### config.mk
export PLATFORM = sky130hd
export DESIGN_NAME = tmr_slave_ctl
export DESIGN_NICKNAME = d
export VERILOG_FILES = /design/src/rtl/tmr_slv_pkg.sv /design/src/rtl/tmr_trig_sel.sv /design/src/rtl/tmr_quad_dec.sv /design/src/rtl/tmr_slv_fsm.sv /design/src/rtl/tmr_cnt_core.sv /design/src/rtl/tmr_slave_ctl.sv
export SDC_FILE = /design/constraint.sdc
export NUM_CORES = 1
export LEC_CHECK = 0
export ABC_AREA = 1
export BUFFER_PORTS_ARGS = -buffer_cell sky130_fd_sc_hd__buf_2
export CAP_MARGIN = 20
export CORE_ASPECT_RATIO = 0.8
export CORE_MARGIN = 2
export CORE_UTILIZATION = 58
export DETAILED_ROUTE_END_ITERATION = 10
export HOLD_SLACK_MARGIN = 0.1
export PLACE_DENSITY = 0.92
export SKIP_CTS_REPAIR_TIMING = 1
export SLEW_MARGIN = 40
export SYNTH_ARGS = -nofsm -noshare
export SYNTH_HDL_FRONTEND = slang
export SYNTH_HIERARCHICAL = 1
export SYNTH_SLANG_ARGS = --single-unit
### constraint.sdc
create_clock -name clk -period 2.8 [get_ports clk]
set_input_delay 0.42 -clock clk [delete_from_list [all_inputs] [get_ports clk]]
set_output_delay 0.42 -clock clk [all_outputs]
set_load 0.02 [all_outputs]
### src/rtl/tmr_slv_pkg.sv
package tmr_slv_pkg;

    localparam int TSEL_W = 3;
    localparam int NSRC   = 1 << TSEL_W;
    localparam int N_ITR  = 4;
    localparam int MODE_W = 3;

    typedef enum logic [MODE_W-1:0] {
        MD_INTCLK   = 3'd0,
        MD_ENC_B    = 3'd1,
        MD_ENC_A    = 3'd2,
        MD_ENC_AB   = 3'd3,
        MD_TRGCLR   = 3'd4,
        MD_GATE     = 3'd5,
        MD_TRGSTART = 3'd6,
        MD_EXTEDGE  = 3'd7
    } smode_e;

    typedef enum logic [2:0] {
        ST_INTCLK,
        ST_QUAD,
        ST_CLRWAIT,
        ST_GATED,
        ST_ARMED,
        ST_RUNNING,
        ST_EDGECNT
    } sstate_e;

endpackage

### src/rtl/tmr_trig_sel.sv
module tmr_trig_sel
    import tmr_slv_pkg::*;
#(
    parameter int SRC_N = NSRC,
    localparam int SEL_W = $clog2(SRC_N)
) (
    input  logic             clk,
    input  logic             rst_n,
    input  logic [SRC_N-1:0] src_i,
    input  logic [SEL_W-1:0] sel_i,
    input  logic             sync_i,
    output logic             trg_o,
    output logic             trg_rise_o
);

    logic raw;
    logic dly_q;
    logic prev_q;

    assign raw = src_i[sel_i];

    always_ff @(posedge clk or negedge rst_n) begin
        if (!rst_n) begin
            dly_q  <= 1'b0;
            prev_q <= 1'b0;
        end else begin
            dly_q  <= raw;
            prev_q <= trg_o;
        end
    end

    assign trg_o      = sync_i ? dly_q : raw;
    assign trg_rise_o = trg_o & ~prev_q;

    AST_SYNC_LAG: assert property (@(posedge clk) disable iff (!rst_n) (sync_i && $past(rst_n)) |-> (trg_o == $past(raw))) else $error("sync lag");

endmodule

### src/rtl/tmr_quad_dec.sv
module tmr_quad_dec (
    input  logic clk,
    input  logic rst_n,
    input  logic a_i,
    input  logic b_i,
    input  logic use_a_i,
    input  logic use_b_i,
    output logic step_o,
    output logic down_o
);

    logic a_q;
    logic b_q;
    logic ea;
    logic eb;

    always_ff @(posedge clk or negedge rst_n) begin
        if (!rst_n) begin
            a_q <= 1'b0;
            b_q <= 1'b0;
        end else begin
            a_q <= a_i;
            b_q <= b_i;
        end
    end

    assign ea = (a_i != a_q) & use_a_i;
    assign eb = (b_i != b_q) & use_b_i;

    always_comb begin
        step_o = 1'b0;
        down_o = 1'b0;
        if (ea && eb) begin
            step_o = 1'b0;
        end else if (ea) begin
            step_o = 1'b1;
            down_o = ~(a_i ^ b_i);
        end else if (eb) begin
            step_o = 1'b1;
            down_o = a_i ^ b_i;
        end
    end

    AST_QUAD_CLASH: assert property (@(posedge clk) disable iff (!rst_n) ($past(rst_n) && use_a_i && use_b_i && (a_i != $past(a_i)) && (b_i != $past(b_i))) |-> !step_o) else $error("clash step");
    AST_QUAD_QUIET: assert property (@(posedge clk) disable iff (!rst_n) ($past(rst_n) && $stable(a_i) && $stable(b_i)) |-> !step_o) else $error("quiet step");

endmodule

### src/rtl/tmr_slv_fsm.sv
module tmr_slv_fsm
    import tmr_slv_pkg::*;
(
    input  logic              clk,
    input  logic              rst_n,
    input  logic              cfg_wr,
    input  logic [MODE_W-1:0] cfg_mode,
    input  logic [TSEL_W-1:0] cfg_tsel,
    input  logic              cfg_sync,
    input  logic              trg_lvl_i,
    input  logic              trg_rise_i,
    input  logic              enc_step_i,
    input  logic              enc_down_i,
    output logic [TSEL_W-1:0] tsel_o,
    output logic              sync_o,
    output logic              use_a_o,
    output logic              use_b_o,
    output logic              step_o,
    output logic              down_o,
    output logic              clr_o
);

    sstate_e state_q;
    sstate_e state_d;
    smode_e  mode_q;
    logic    dir_q;

    function automatic sstate_e entry_of(input smode_e m);
        sstate_e s;
        unique case (m)
            MD_INTCLK:   s = ST_INTCLK;
            MD_ENC_B:    s = ST_QUAD;
            MD_ENC_A:    s = ST_QUAD;
            MD_ENC_AB:   s = ST_QUAD;
            MD_TRGCLR:   s = ST_CLRWAIT;
            MD_GATE:     s = ST_GATED;
            MD_TRGSTART: s = ST_ARMED;
            MD_EXTEDGE:  s = ST_EDGECNT;
        endcase
        return s;
    endfunction

    always_comb begin
        state_d = state_q;
        if (cfg_wr && (smode_e'(cfg_mode) != mode_q)) begin
            state_d = entry_of(smode_e'(cfg_mode));
        end else if (state_q == ST_ARMED && trg_rise_i) begin
            state_d = ST_RUNNING;
        end
    end

    always_ff @(posedge clk or negedge rst_n) begin
        if (!rst_n) begin
            state_q <= ST_INTCLK;
            mode_q  <= MD_INTCLK;
            tsel_o  <= '0;
            sync_o  <= 1'b0;
            dir_q   <= 1'b0;
        end else begin
            state_q <= state_d;
            if (cfg_wr) begin
                mode_q <= smode_e'(cfg_mode);
                sync_o <= cfg_sync;
                if (mode_q == MD_INTCLK) begin
                    tsel_o <= cfg_tsel;
                end
            end
            if (state_q != ST_QUAD) begin
                dir_q <= 1'b0;
            end else if (enc_step_i) begin
                dir_q <= enc_down_i;
            end
        end
    end

    always_comb begin
        step_o = 1'b0;
        down_o = 1'b0;
        clr_o  = 1'b0;
        unique case (state_q)
            ST_INTCLK:  step_o = 1'b1;
            ST_QUAD: begin
                step_o = enc_step_i;
                down_o = enc_step_i ? enc_down_i : dir_q;
            end
            ST_CLRWAIT: begin
                step_o = 1'b1;
                clr_o  = trg_rise_i;
            end
            ST_GATED:   step_o = trg_lvl_i;
            ST_ARMED:   step_o = 1'b0;
            ST_RUNNING: step_o = 1'b1;
            ST_EDGECNT: step_o = trg_rise_i;
        endcase
    end

    assign use_a_o = (mode_q == MD_ENC_A) || (mode_q == MD_ENC_AB);
    assign use_b_o = (mode_q == MD_ENC_B) || (mode_q == MD_ENC_AB);

    AST_TSEL_LOCK: assert property (@(posedge clk) disable iff (!rst_n) (cfg_wr && mode_q != MD_INTCLK) |=> $stable(tsel_o)) else $error("tsel changed");
    AST_ARM_START: assert property (@(posedge clk) disable iff (!rst_n) (state_q == ST_ARMED && trg_rise_i && !cfg_wr) |=> (state_q == ST_RUNNING)) else $error("no start");
    AST_RUN_STICKY: assert property (@(posedge clk) disable iff (!rst_n) (state_q == ST_RUNNING && !cfg_wr) |=> (state_q == ST_RUNNING)) else $error("run dropped");

endmodule

### src/rtl/tmr_cnt_core.sv
module tmr_cnt_core #(
    parameter int CNT_W = 16
) (
    input  logic             clk,
    input  logic             rst_n,
    input  logic             step_i,
    input  logic             down_i,
    input  logic             clr_i,
    input  logic [CNT_W-1:0] reload_i,
    output logic [CNT_W-1:0] count_o,
    output logic             wrap_o
);

    logic at_top;
    logic at_bot;

    assign at_top = (count_o == reload_i);
    assign at_bot = (count_o == '0);
    assign wrap_o = step_i & (down_i ? at_bot : at_top);

    always_ff @(posedge clk or negedge rst_n) begin
        if (!rst_n) begin
            count_o <= '0;
        end else if (clr_i) begin
            count_o <= '0;
        end else if (step_i) begin
            if (down_i) begin
                count_o <= at_bot ? reload_i : count_o - 1'b1;
            end else begin
                count_o <= at_top ? '0 : count_o + 1'b1;
            end
        end
    end

    AST_CLR_ZERO: assert property (@(posedge clk) disable iff (!rst_n) clr_i |=> (count_o == '0)) else $error("clear");
    AST_UP_WRAP: assert property (@(posedge clk) disable iff (!rst_n) (step_i && !down_i && !clr_i && count_o == reload_i) |=> (count_o == '0)) else $error("up wrap");
    AST_DOWN_WRAP: assert property (@(posedge clk) disable iff (!rst_n) (step_i && down_i && !clr_i && count_o == '0) |=> (count_o == $past(reload_i))) else $error("down wrap");
    AST_HOLD: assert property (@(posedge clk) disable iff (!rst_n) (!step_i && !clr_i) |=> $stable(count_o)) else $error("hold");

endmodule

### src/rtl/tmr_slave_ctl.sv
module tmr_slave_ctl
    import tmr_slv_pkg::*;
#(
    parameter int CNT_W = 16
) (
    input  logic              clk,
    input  logic              rst_n,
    input  logic              cfg_wr,
    input  logic [MODE_W-1:0] cfg_mode,
    input  logic [TSEL_W-1:0] cfg_tsel,
    input  logic              cfg_sync,
    input  logic [CNT_W-1:0]  reload_i,
    input  logic [N_ITR-1:0]  itr_i,
    input  logic              ti1_edge_i,
    input  logic              ti1_filt_i,
    input  logic              ti2_filt_i,
    input  logic              etr_filt_i,
    output logic              cnt_en_o,
    output logic              cnt_dir_o,
    output logic              cnt_clr_o,
    output logic              upd_evt_o,
    output logic              trgo_o,
    output logic [CNT_W-1:0]  count_o
);

    logic [NSRC-1:0]   src_vec;
    logic [TSEL_W-1:0] tsel;
    logic              sync_en;
    logic              trg_rise;
    logic              use_a;
    logic              use_b;
    logic              enc_step;
    logic              enc_down;
    logic              wrap;

    assign src_vec = {etr_filt_i, ti2_filt_i, ti1_filt_i, ti1_edge_i, itr_i};

    tmr_trig_sel #(.SRC_N(NSRC)) u_trig (
        .clk        (clk),
        .rst_n      (rst_n),
        .src_i      (src_vec),
        .sel_i      (tsel),
        .sync_i     (sync_en),
        .trg_o      (trgo_o),
        .trg_rise_o (trg_rise)
    );

    tmr_quad_dec u_quad (
        .clk     (clk),
        .rst_n   (rst_n),
        .a_i     (ti1_filt_i),
        .b_i     (ti2_filt_i),
        .use_a_i (use_a),
        .use_b_i (use_b),
        .step_o  (enc_step),
        .down_o  (enc_down)
    );

    tmr_slv_fsm u_fsm (
        .clk        (clk),
        .rst_n      (rst_n),
        .cfg_wr     (cfg_wr),
        .cfg_mode   (cfg_mode),
        .cfg_tsel   (cfg_tsel),
        .cfg_sync   (cfg_sync),
        .trg_lvl_i  (trgo_o),
        .trg_rise_i (trg_rise),
        .enc_step_i (enc_step),
        .enc_down_i (enc_down),
        .tsel_o     (tsel),
        .sync_o     (sync_en),
        .use_a_o    (use_a),
        .use_b_o    (use_b),
        .step_o     (cnt_en_o),
        .down_o     (cnt_dir_o),
        .clr_o      (cnt_clr_o)
    );

    tmr_cnt_core #(.CNT_W(CNT_W)) u_cnt (
        .clk      (clk),
        .rst_n    (rst_n),
        .step_i   (cnt_en_o),
        .down_i   (cnt_dir_o),
        .clr_i    (cnt_clr_o),
        .reload_i (reload_i),
        .count_o  (count_o),
        .wrap_o   (wrap)
    );

    assign upd_evt_o = cnt_clr_o | wrap;

    AST_UPD_SOURCE: assert property (@(posedge clk) disable iff (!rst_n) upd_evt_o |=> (count_o == '0 || count_o == $past(reload_i))) else $error("update value");
    AST_RESET_ZERO: assert property (@(posedge clk) !rst_n |=> (count_o == '0)) else $error("reset count");

endmodule

== Word-level counts from Yosys, hierarchy flattened ==
Memories as Yosys holds them, arrays and structs flattened.
Cells that the tools add are included.
Word-level totals
  memories: 1
  input bits: 34
  output and inout bits: 21
  bits in read-only memories: 24
  register bits: 31
  word-level logic and storage cells: 70
Memories
  (name not given): words 8, bits a word 3, rd ports 1, clocked after memory_dff 0, write ports 0, line tmr_slv_fsm.sv:30  | unique case (m)
Operators by class
  magnitude comparators: 1
  mux-type cells: 22
  reductions and logical operators: 12
  add/sub/neg operators: 2
  equal/unequal tests: 14
  bitwise gates (word level): 8
Operator list (count)
  $mux 16: 5
  $add 16x1->16 const B: 1
  $eq 16x16->1: 1
  $logic_not 16->1: 1
  $sub 16x1->16 const B: 1
  $mux 1: 13
  $eq 3x2->1 const B: 4
  $eq 3x3->1 const B: 3
  $eq 3x1->1 const B: 2
  $logic_not 3->1: 2
  $mux 3: 2
  $pmux 1 s5: 1
  $and 1x1->1: 4
  $lt 3x4->1 const B: 1
  $reduce_bool 2->1: 2
  $bmux 1 s3: 1
  $logic_and 1x1->1: 3
  $ne 3x1->1 const B: 1
  $ne 3x3->1: 1
  $reduce_or 3->1: 1
  $logic_or 1x1->1: 2
  $ne 1x1->1: 2
  $not 1->1: 2
  $reduce_and 2->1: 1
  2 further kinds: 2

== Depth between registers and ports, before layout ==
  depth in word-level cells: 11
  depth in mapped cells: 19
  gate-level depth less buffers: 18

== By module ==
The synthesis kept the hierarchy.
By module, submodules not included
  tmr_cnt_core: area each 2299.7 sq um, times used 1, cells an instance 431
  tmr_slv_fsm: area each 579.3 sq um, times used 1, cells an instance 75
  tmr_trig_sel: area each 196.4 sq um, times used 1, cells an instance 33
  tmr_quad_dec: area each 132.6 sq um, times used 1, cells an instance 20
  tmr_slave_ctl: area each 11.3 sq um, times used 1, cells an instance 3

== Worst setup path after synthesis ==
OpenSTA, ideal clock, no wires.
  path kind: flip-flop to output port
  start point: register u_fsm.mode_q[2]
  end point: output upd_evt_o
  data required time: 2380 ps
  setup slack: -250 ps
  cell stages (with the launch flop): 13
  arrival time: 2630 ps
  path through: dfrtp_1 > nor2_1 > nand2_1 > nor2_2 > ha_1 > mux2i_1 > nor3_1 > clkbuf_1 > clkinv_1 > buf_2 > a21oi_1 > inv_1 > nand2_1
RTL lines
  from (decl): line tmr_slv_fsm.sv:25  | smode_e mode_q;
  from (signal assigned): line tmr_slv_fsm.sv:62  | mode_q <= smode_e'(cfg_mode);
  $eq 3x2->1: line tmr_slv_fsm.sv:97  | assign use_a_o = (mode_q == MD_ENC_A) || (mode_q == MD_ENC_AB);
  $logic_or 1x1->1 (*): line tmr_slv_fsm.sv:97
  net use_a: line tmr_slave_ctl.sv:30  | logic use_a;
  $and 1x1->1 (*): line tmr_quad_dec.sv:27  | assign ea = (a_i != a_q) & use_a_i;
  $mux 1 / $logic_and 1x1->1 (equally long branches): line tmr_quad_dec.sv:35, tmr_quad_dec.sv:33
  $mux 1 (*): line tmr_quad_dec.sv:33  | if (ea && eb) begin
  net enc_step: line tmr_slave_ctl.sv:32  | logic enc_step;
  $mux 1 (*): line tmr_slv_fsm.sv:84  | down_o = enc_step_i ? enc_down_i : dir_q;
  $mux 1 (*): line tmr_slv_fsm.sv:80  | unique case (state_q)
  net cnt_dir_o: line tmr_slave_ctl.sv:19  | output logic cnt_dir_o,
  $mux 1 (*): line tmr_cnt_core.sv:19  | assign wrap_o = step_i & (down_i ? at_bot : at_top);
  $and 1x1->1 (*): line tmr_cnt_core.sv:19
  net wrap: line tmr_slave_ctl.sv:34  | logic wrap;
  $or 1x1->1 (*): line tmr_slave_ctl.sv:90  | assign upd_evt_o = cnt_clr_o | wrap;
  to (decl): line tmr_slave_ctl.sv:21  | output logic upd_evt_o,
Mark *: on every way through the listed nets, which the timed path passes. The rest lies on a longest branch.

== Worst setup path in the final report ==
  start point: register u_fsm.mode_q[2]
  end point: output upd_evt_o
On the way
  cells in the longest elaborated chain, start to end: 11
RTL lines
  $eq 3x1->1 / $eq 3x2->1 (equally long branches): line tmr_slv_fsm.sv:98  | assign use_b_o = (mode_q == MD_ENC_B) || (mode_q == MD_ENC_AB);
  $logic_or 1x1->1 (*): line tmr_slv_fsm.sv:98
  net use_b: line tmr_slave_ctl.sv:31  | logic use_b;
  $and 1x1->1 (*): line tmr_quad_dec.sv:28  | assign eb = (b_i != b_q) & use_b_i;
  $mux 1: line tmr_quad_dec.sv:38  | end else if (eb) begin
  $mux 1: line tmr_quad_dec.sv:35  | end else if (ea) begin
  $mux 1 (*): line tmr_quad_dec.sv:33
  net enc_step: line tmr_slave_ctl.sv:32
  $mux 1: line tmr_slv_fsm.sv:84
  $mux 1: line tmr_slv_fsm.sv:80
  $mux 1: line tmr_cnt_core.sv:19
  $and 1x1->1 (*): line tmr_cnt_core.sv:19
  net wrap: line tmr_slave_ctl.sv:34
  $or 1x1->1 (*): line tmr_slave_ctl.sv:90
Marks and branches as above.

==> report_table.html <==
<table>
<tr><th>Metric</th><th>Value</th></tr>
<tr><th colspan="2">Synth</th></tr>
<tr><td>Synth area leaders</td><td>sky130_fd_sc_hd__nand2_1 28%, sky130_fd_sc_hd__dfrtp_1 24%, sky130_fd_sc_hd__inv_1 7.9%, sky130_fd_sc_hd__nor2_1 7.1%, sky130_fd_sc_hd__nand3_1 6.7%</td></tr>
<tr><td>Number of enable-type register cells in the synthesized netlist</td><td>0</td></tr>
<tr><td>Mapped Cells</td><td>562</td></tr>
<tr><td>Mux share of post-synthesis cell area</td><td>less than 1%</td></tr>
<tr><td>Top cell type's share of synthesized area</td><td>between 20 and 30%</td></tr>
<tr><td>Xor/xnor cell area share of the yosys netlist</td><td>between 2 and 3%</td></tr>
<tr><td>Largest family of logic cells by synthesized area</td><td>simple AND/OR/NAND/NOR gates</td></tr>
<tr><td>Cell type with the largest total area after synthesis</td><td>sky130_fd_sc_hd__nand2_1</td></tr>
<tr><td>Count of yosys warnings during synthesis</td><td>6</td></tr>
<tr><td>Count leader, synth</td><td>sky130_fd_sc_hd__nand2_1</td></tr>
<tr><td>Post-synthesis compound-gate area fraction</td><td>approximately 5.3%</td></tr>
<tr><td>Mapped cell area</td><td>around 3200 um2</td></tr>
<tr><td>Mean area per synthesized cell</td><td>5.73 um2</td></tr>
<tr><td>Count of cell types in the netlist</td><td>33</td></tr>
<tr><td>Synthesized net count</td><td>600</td></tr>
<tr><td>Part of the Yosys area used for sequential elements</td><td>~24%</td></tr>
<tr><td>Synth async-reset ratio</td><td>100%</td></tr>
<tr><td>Leading post-synthesis cells by instance count</td><td>242 x sky130_fd_sc_hd__nand2_1, 68 x sky130_fd_sc_hd__inv_1, 61 x sky130_fd_sc_hd__nor2_1</td></tr>
<tr><td>Number of flip-flops and latches in the synthesized netlist</td><td>31</td></tr>
<tr><td>Simple-gate portion of the synthesized area</td><td>between 50% and 60%</td></tr>
<tr><td>Adder-Cell Fraction of Synth Area</td><td>under 10%</td></tr>
<tr><td>Leading register cell type out of synthesis</td><td>sky130_fd_sc_hd__dfrtp_1</td></tr>
<tr><th colspan="2">Cells and area</th></tr>
<tr><td>Post-route cell area</td><td>roughly 3700 um2</td></tr>
<tr><td>Fraction of final layout cells with drive strength greater than 1</td><td>approximately 20%</td></tr>
<tr><td># nets final</td><td>approximately 660</td></tr>
<tr><td>Post-route core utilization</td><td>a little under 70%</td></tr>
<tr><td>Antenna diode instance count</td><td>0</td></tr>
<tr><td>Post-layout instance count excluding filler cells</td><td>683</td></tr>
<tr><td>Area grow syn2layout</td><td>14.3%</td></tr>
<tr><th colspan="2">STA</th></tr>
<tr><td>Period Utilization, post-route</td><td>a little over nine tenths</td></tr>
<tr><td>Final number of max-transition violations</td><td>0</td></tr>
<tr><td>Hold_ws</td><td>between 150 and 200 ps</td></tr>
<tr><td># setup viols final</td><td>0</td></tr>
<tr><td>Worst-case clock skew</td><td>roughly 8.6 ps</td></tr>
<tr><td>Slew at the pin closest to its max-slew limit</td><td>roughly 780 ps</td></tr>
<tr><td>Setup slack of the critical path after layout</td><td>76.1 ps</td></tr>
<tr><td>Max-slew headroom at the worst pin</td><td>48.2%</td></tr>
<tr><td>Min Clock Period, post-route</td><td>about 2700 ps</td></tr>
<tr><td>Highest achievable clock rate</td><td>~370 MHz</td></tr>
<tr><td>Number of endpoints with negative hold slack in the final report</td><td>0</td></tr>
<tr><th colspan="2">Placement</th></tr>
<tr><td>Global placer's final weighted congestion</td><td>between 0.9 and 1</td></tr>
<tr><td>Placement-stage cell area</td><td>about 3500 um2</td></tr>
<tr><td>IO buf count</td><td>54</td></tr>
<tr><td>Pre-CTS WS</td><td>roughly 330 ps</td></tr>
<tr><td>Dpl cells</td><td>between 600 and 700</td></tr>
<tr><td>Placed wire-length estimate</td><td>6700 um</td></tr>
<tr><th colspan="2">Drt</th></tr>
<tr><td>Number of optimization iterations in the first detailed-route pass</td><td>5</td></tr>
<tr><td>Total Routed Length</td><td>9510 um</td></tr>
<tr><td>Iteration-0 DRC Markers</td><td>approximately 440</td></tr>
<tr><td>Detailed-route DRC error count</td><td>0</td></tr>
<tr><td>WL/cell</td><td>13.9 um</td></tr>
<tr><td>Via count</td><td>roughly 3800</td></tr>
<tr><td>Vias per std cell</td><td>5.52</td></tr>
<tr><td>ANT nets after route</td><td>0</td></tr>
<tr><th colspan="2">Clock tree</th></tr>
<tr><td>Clock latency of the later-clocked register in the worst-skew pair</td><td>between 200 and 300 ps</td></tr>
<tr><td>Max Buffers Root-to-Sink</td><td>2</td></tr>
<tr><td>TritonCTS clock tree</td><td>yes</td></tr>
<tr><td>CTS root buffer</td><td>sky130_fd_sc_hd__clkbuf_8</td></tr>
<tr><td>Number of levels the H-tree was split into</td><td>2</td></tr>
<tr><td>Clock buffers created by TritonCTS</td><td>5</td></tr>
<tr><td>Sinks on the clock net</td><td>31</td></tr>
<tr><td>Clock slew at the register clock pins of the worst setup and hold paths</td><td>80 ps</td></tr>
<tr><th colspan="2">Pwr</th></tr>
<tr><td>Power density normalized to cell area</td><td>roughly 900 nW/um2</td></tr>
<tr><td>VDD IR-drop max</td><td>roughly 0.00056 V</td></tr>
<tr><td>Static power due to leakage</td><td>~2.2 nW</td></tr>
<tr><th colspan="2">Setup path</th></tr>
<tr><td>Largest fanout of any net on the critical path</td><td>5</td></tr>
<tr><td>Critical Setup Path Class</td><td>flip-flop to primary output</td></tr>
<tr><td>CP Launch Type</td><td>flip-flop</td></tr>
<tr><td>Endpoint kind of the worst setup timing path</td><td>primary output</td></tr>
<tr><td>Worst reg-to-reg path cell count</td><td>13</td></tr>
<tr><td>Data arrival time of the worst path</td><td>around 2300 ps</td></tr>
<tr><td>Required time worst endpoint</td><td>2380 ps</td></tr>
<tr><th colspan="2">GRT</th></tr>
<tr><td>Grt ovf</td><td>0</td></tr>
<tr><td>Global-route usage over all layers</td><td>a little under a third</td></tr>
<tr><td>Maximum number of pins on one net before global-route repair</td><td>32</td></tr>
<tr><td>Antenna violations before repair</td><td>0</td></tr>
<tr><td>Vias in the first global route</td><td>3127</td></tr>
<tr><td>Global-route wire length before repair</td><td>14800 um</td></tr>
<tr><th colspan="2">Worst hold path</th></tr>
<tr><td>Tightest Hold Check Type</td><td>primary input to async pin</td></tr>
<tr><th colspan="2">Status</th></tr>
<tr><td>Result of the run</td><td>complete, no violations</td></tr>
<tr><th colspan="2">Floorplanning</th></tr>
<tr><td>Die area</td><td>6170 um2</td></tr>
<tr><td>Core ar.</td><td>about 5400 um2</td></tr>
<tr><td>Std cell rows</td><td>24</td></tr>
<tr><td>Number of placed I/O pins</td><td>55</td></tr>
<tr><td>Starting density of the core</td><td>about three fifths</td></tr>
<tr><td>Die Height</td><td>between 70 and 80 um</td></tr>
<tr><td>Die outline width</td><td>87.3 um</td></tr>
<tr><th colspan="2">Job</th></tr>
<tr><td>Max-cap check violation count</td><td>0</td></tr>
</table>
power breakdown:
part	leakage [nW]	switching, mW	internal, mW	total [mW]
clock	0.0402	0.202	0.173	0.376
sequential	0.396	0.291	0.567	0.857
combinational	1.74	1.40	0.700	2.10
cell usage in the layout (no fill, tap or decap), types with 2 or more instances in the layout:
cell type,count
sky130_fd_sc_hd__o21ai_0,18
sky130_fd_sc_hd__nand4_1,10
sky130_fd_sc_hd__nor3_1,3
sky130_fd_sc_hd__dfrtp_1,30
sky130_fd_sc_hd__nand2_1,239
sky130_fd_sc_hd__nand3_1,43
sky130_fd_sc_hd__inv_1,66
sky130_fd_sc_hd__xor2_1,9
sky130_fd_sc_hd__nand3_2,4
sky130_fd_sc_hd__inv_2,14
sky130_fd_sc_hd__clkbuf_8,5
sky130_fd_sc_hd__clkinvlp_4,2
sky130_fd_sc_hd__buf_6,2
sky130_fd_sc_hd__nor2_1,58
sky130_fd_sc_hd__nand3b_1,2
sky130_fd_sc_hd__nor2_4,4
sky130_fd_sc_hd__ha_1,3
sky130_fd_sc_hd__a21oi_2,2
sky130_fd_sc_hd__buf_4,13
sky130_fd_sc_hd__buf_2,53
sky130_fd_sc_hd__nor2_2,9
sky130_fd_sc_hd__a21oi_1,7
sky130_fd_sc_hd__nand2_2,7
sky130_fd_sc_hd__nor3_4,2
metrics by stage:
| step | TNS [ps] | total power [mW] |
|---|---|---|
| floorplan | 0 | 2.42 |
| global placement | 0 | 2.79 |
| detailed placement | 0 | 2.85 |
| CTS | 0 | 3.24 |
| global route | -33.7 | 3.59 |
| finish | 0 | 3.34 |
critical path, cell delays in order (launching register included):
cell and delay, ps:
sky130_fd_sc_hd__dfrtp_1 420, sky130_fd_sc_hd__nor2_1 150, sky130_fd_sc_hd__nand2_1 80, sky130_fd_sc_hd__nor2_2 150
sky130_fd_sc_hd__ha_4 240, sky130_fd_sc_hd__mux2i_4 190, sky130_fd_sc_hd__nor3_4 240, sky130_fd_sc_hd__buf_6 140
sky130_fd_sc_hd__nand2_4 60, sky130_fd_sc_hd__nand2_2 60, sky130_fd_sc_hd__a21oi_2 40, sky130_fd_sc_hd__inv_1 50
sky130_fd_sc_hd__nand2_1 60, sky130_fd_sc_hd__buf_6 130
state kept, by name (all words and copies together), names as in the netlist:
signal,count
u_quad/b_q,1
u_trig/dly_q,1
u_quad/a_q,1
u_fsm/state_q,3
u_fsm/tsel_o,3
u_fsm/sync_o,1
u_cnt/count_o,16
u_fsm/dir_q,1
u_trig/prev_q,1
u_fsm/mode_q,3
kinds of logic (layout without fill, tap and decap cells):
family | after synthesis | after routing
flops | 31 | 31
fa+ha+maj | 4 | 4
simple gates | 384 | 384
buf+inv | 100 | 156
compound gates | 31 | 31
mux | 2 | 2
xor+xnor | 10 | 10
worst paths after layout:
kind | end | slack, ps | startpoint
worst max-delay path | upd_evt_o | 80 | u_fsm/mode_q[2]$_DFFE_PN0P_
worst min-delay path | u_fsm/tsel_o[0]$_DFFE_PN0P_ | 170 | rst_n
worst max register to register | u_cnt/count_o[8]$_DFFE_PN0P_ | 240 | u_fsm/mode_q[2]$_DFFE_PN0P_
worst min register to register | u_fsm/state_q[0]$_DFFE_PN0P_ | 550 | u_fsm/state_q[0]$_DFFE_PN0P_
max in group asynchronous | u_fsm/tsel_o[0]$_DFFE_PN0P_ | 2140 | rst_n
min in group clk | u_quad/b_q$_DFF_PN0_ | 290 | ti2_filt_i
routing by layer:
layer | GRT usage, % | wire (um)
met5 | 0 | 0
met4 | 7.35 | 90
met3 | 5.72 | 1070
met2 | 45.6 | 4200
met1 | 44.6 | 4150
area by class of cell:
class                           instances  area [um2]
Multi-Input combinational cell        431        2050
Clock buffer                            5        68.8
Inverter                               80         300
Timing Repair Buffer                   68         385
Tap cell                               65        81.3
Clock inverter                          3        20.0
Sequential cell                        31         777
Fill cell                             477        1720
Power figures use the tool's default switching activity.
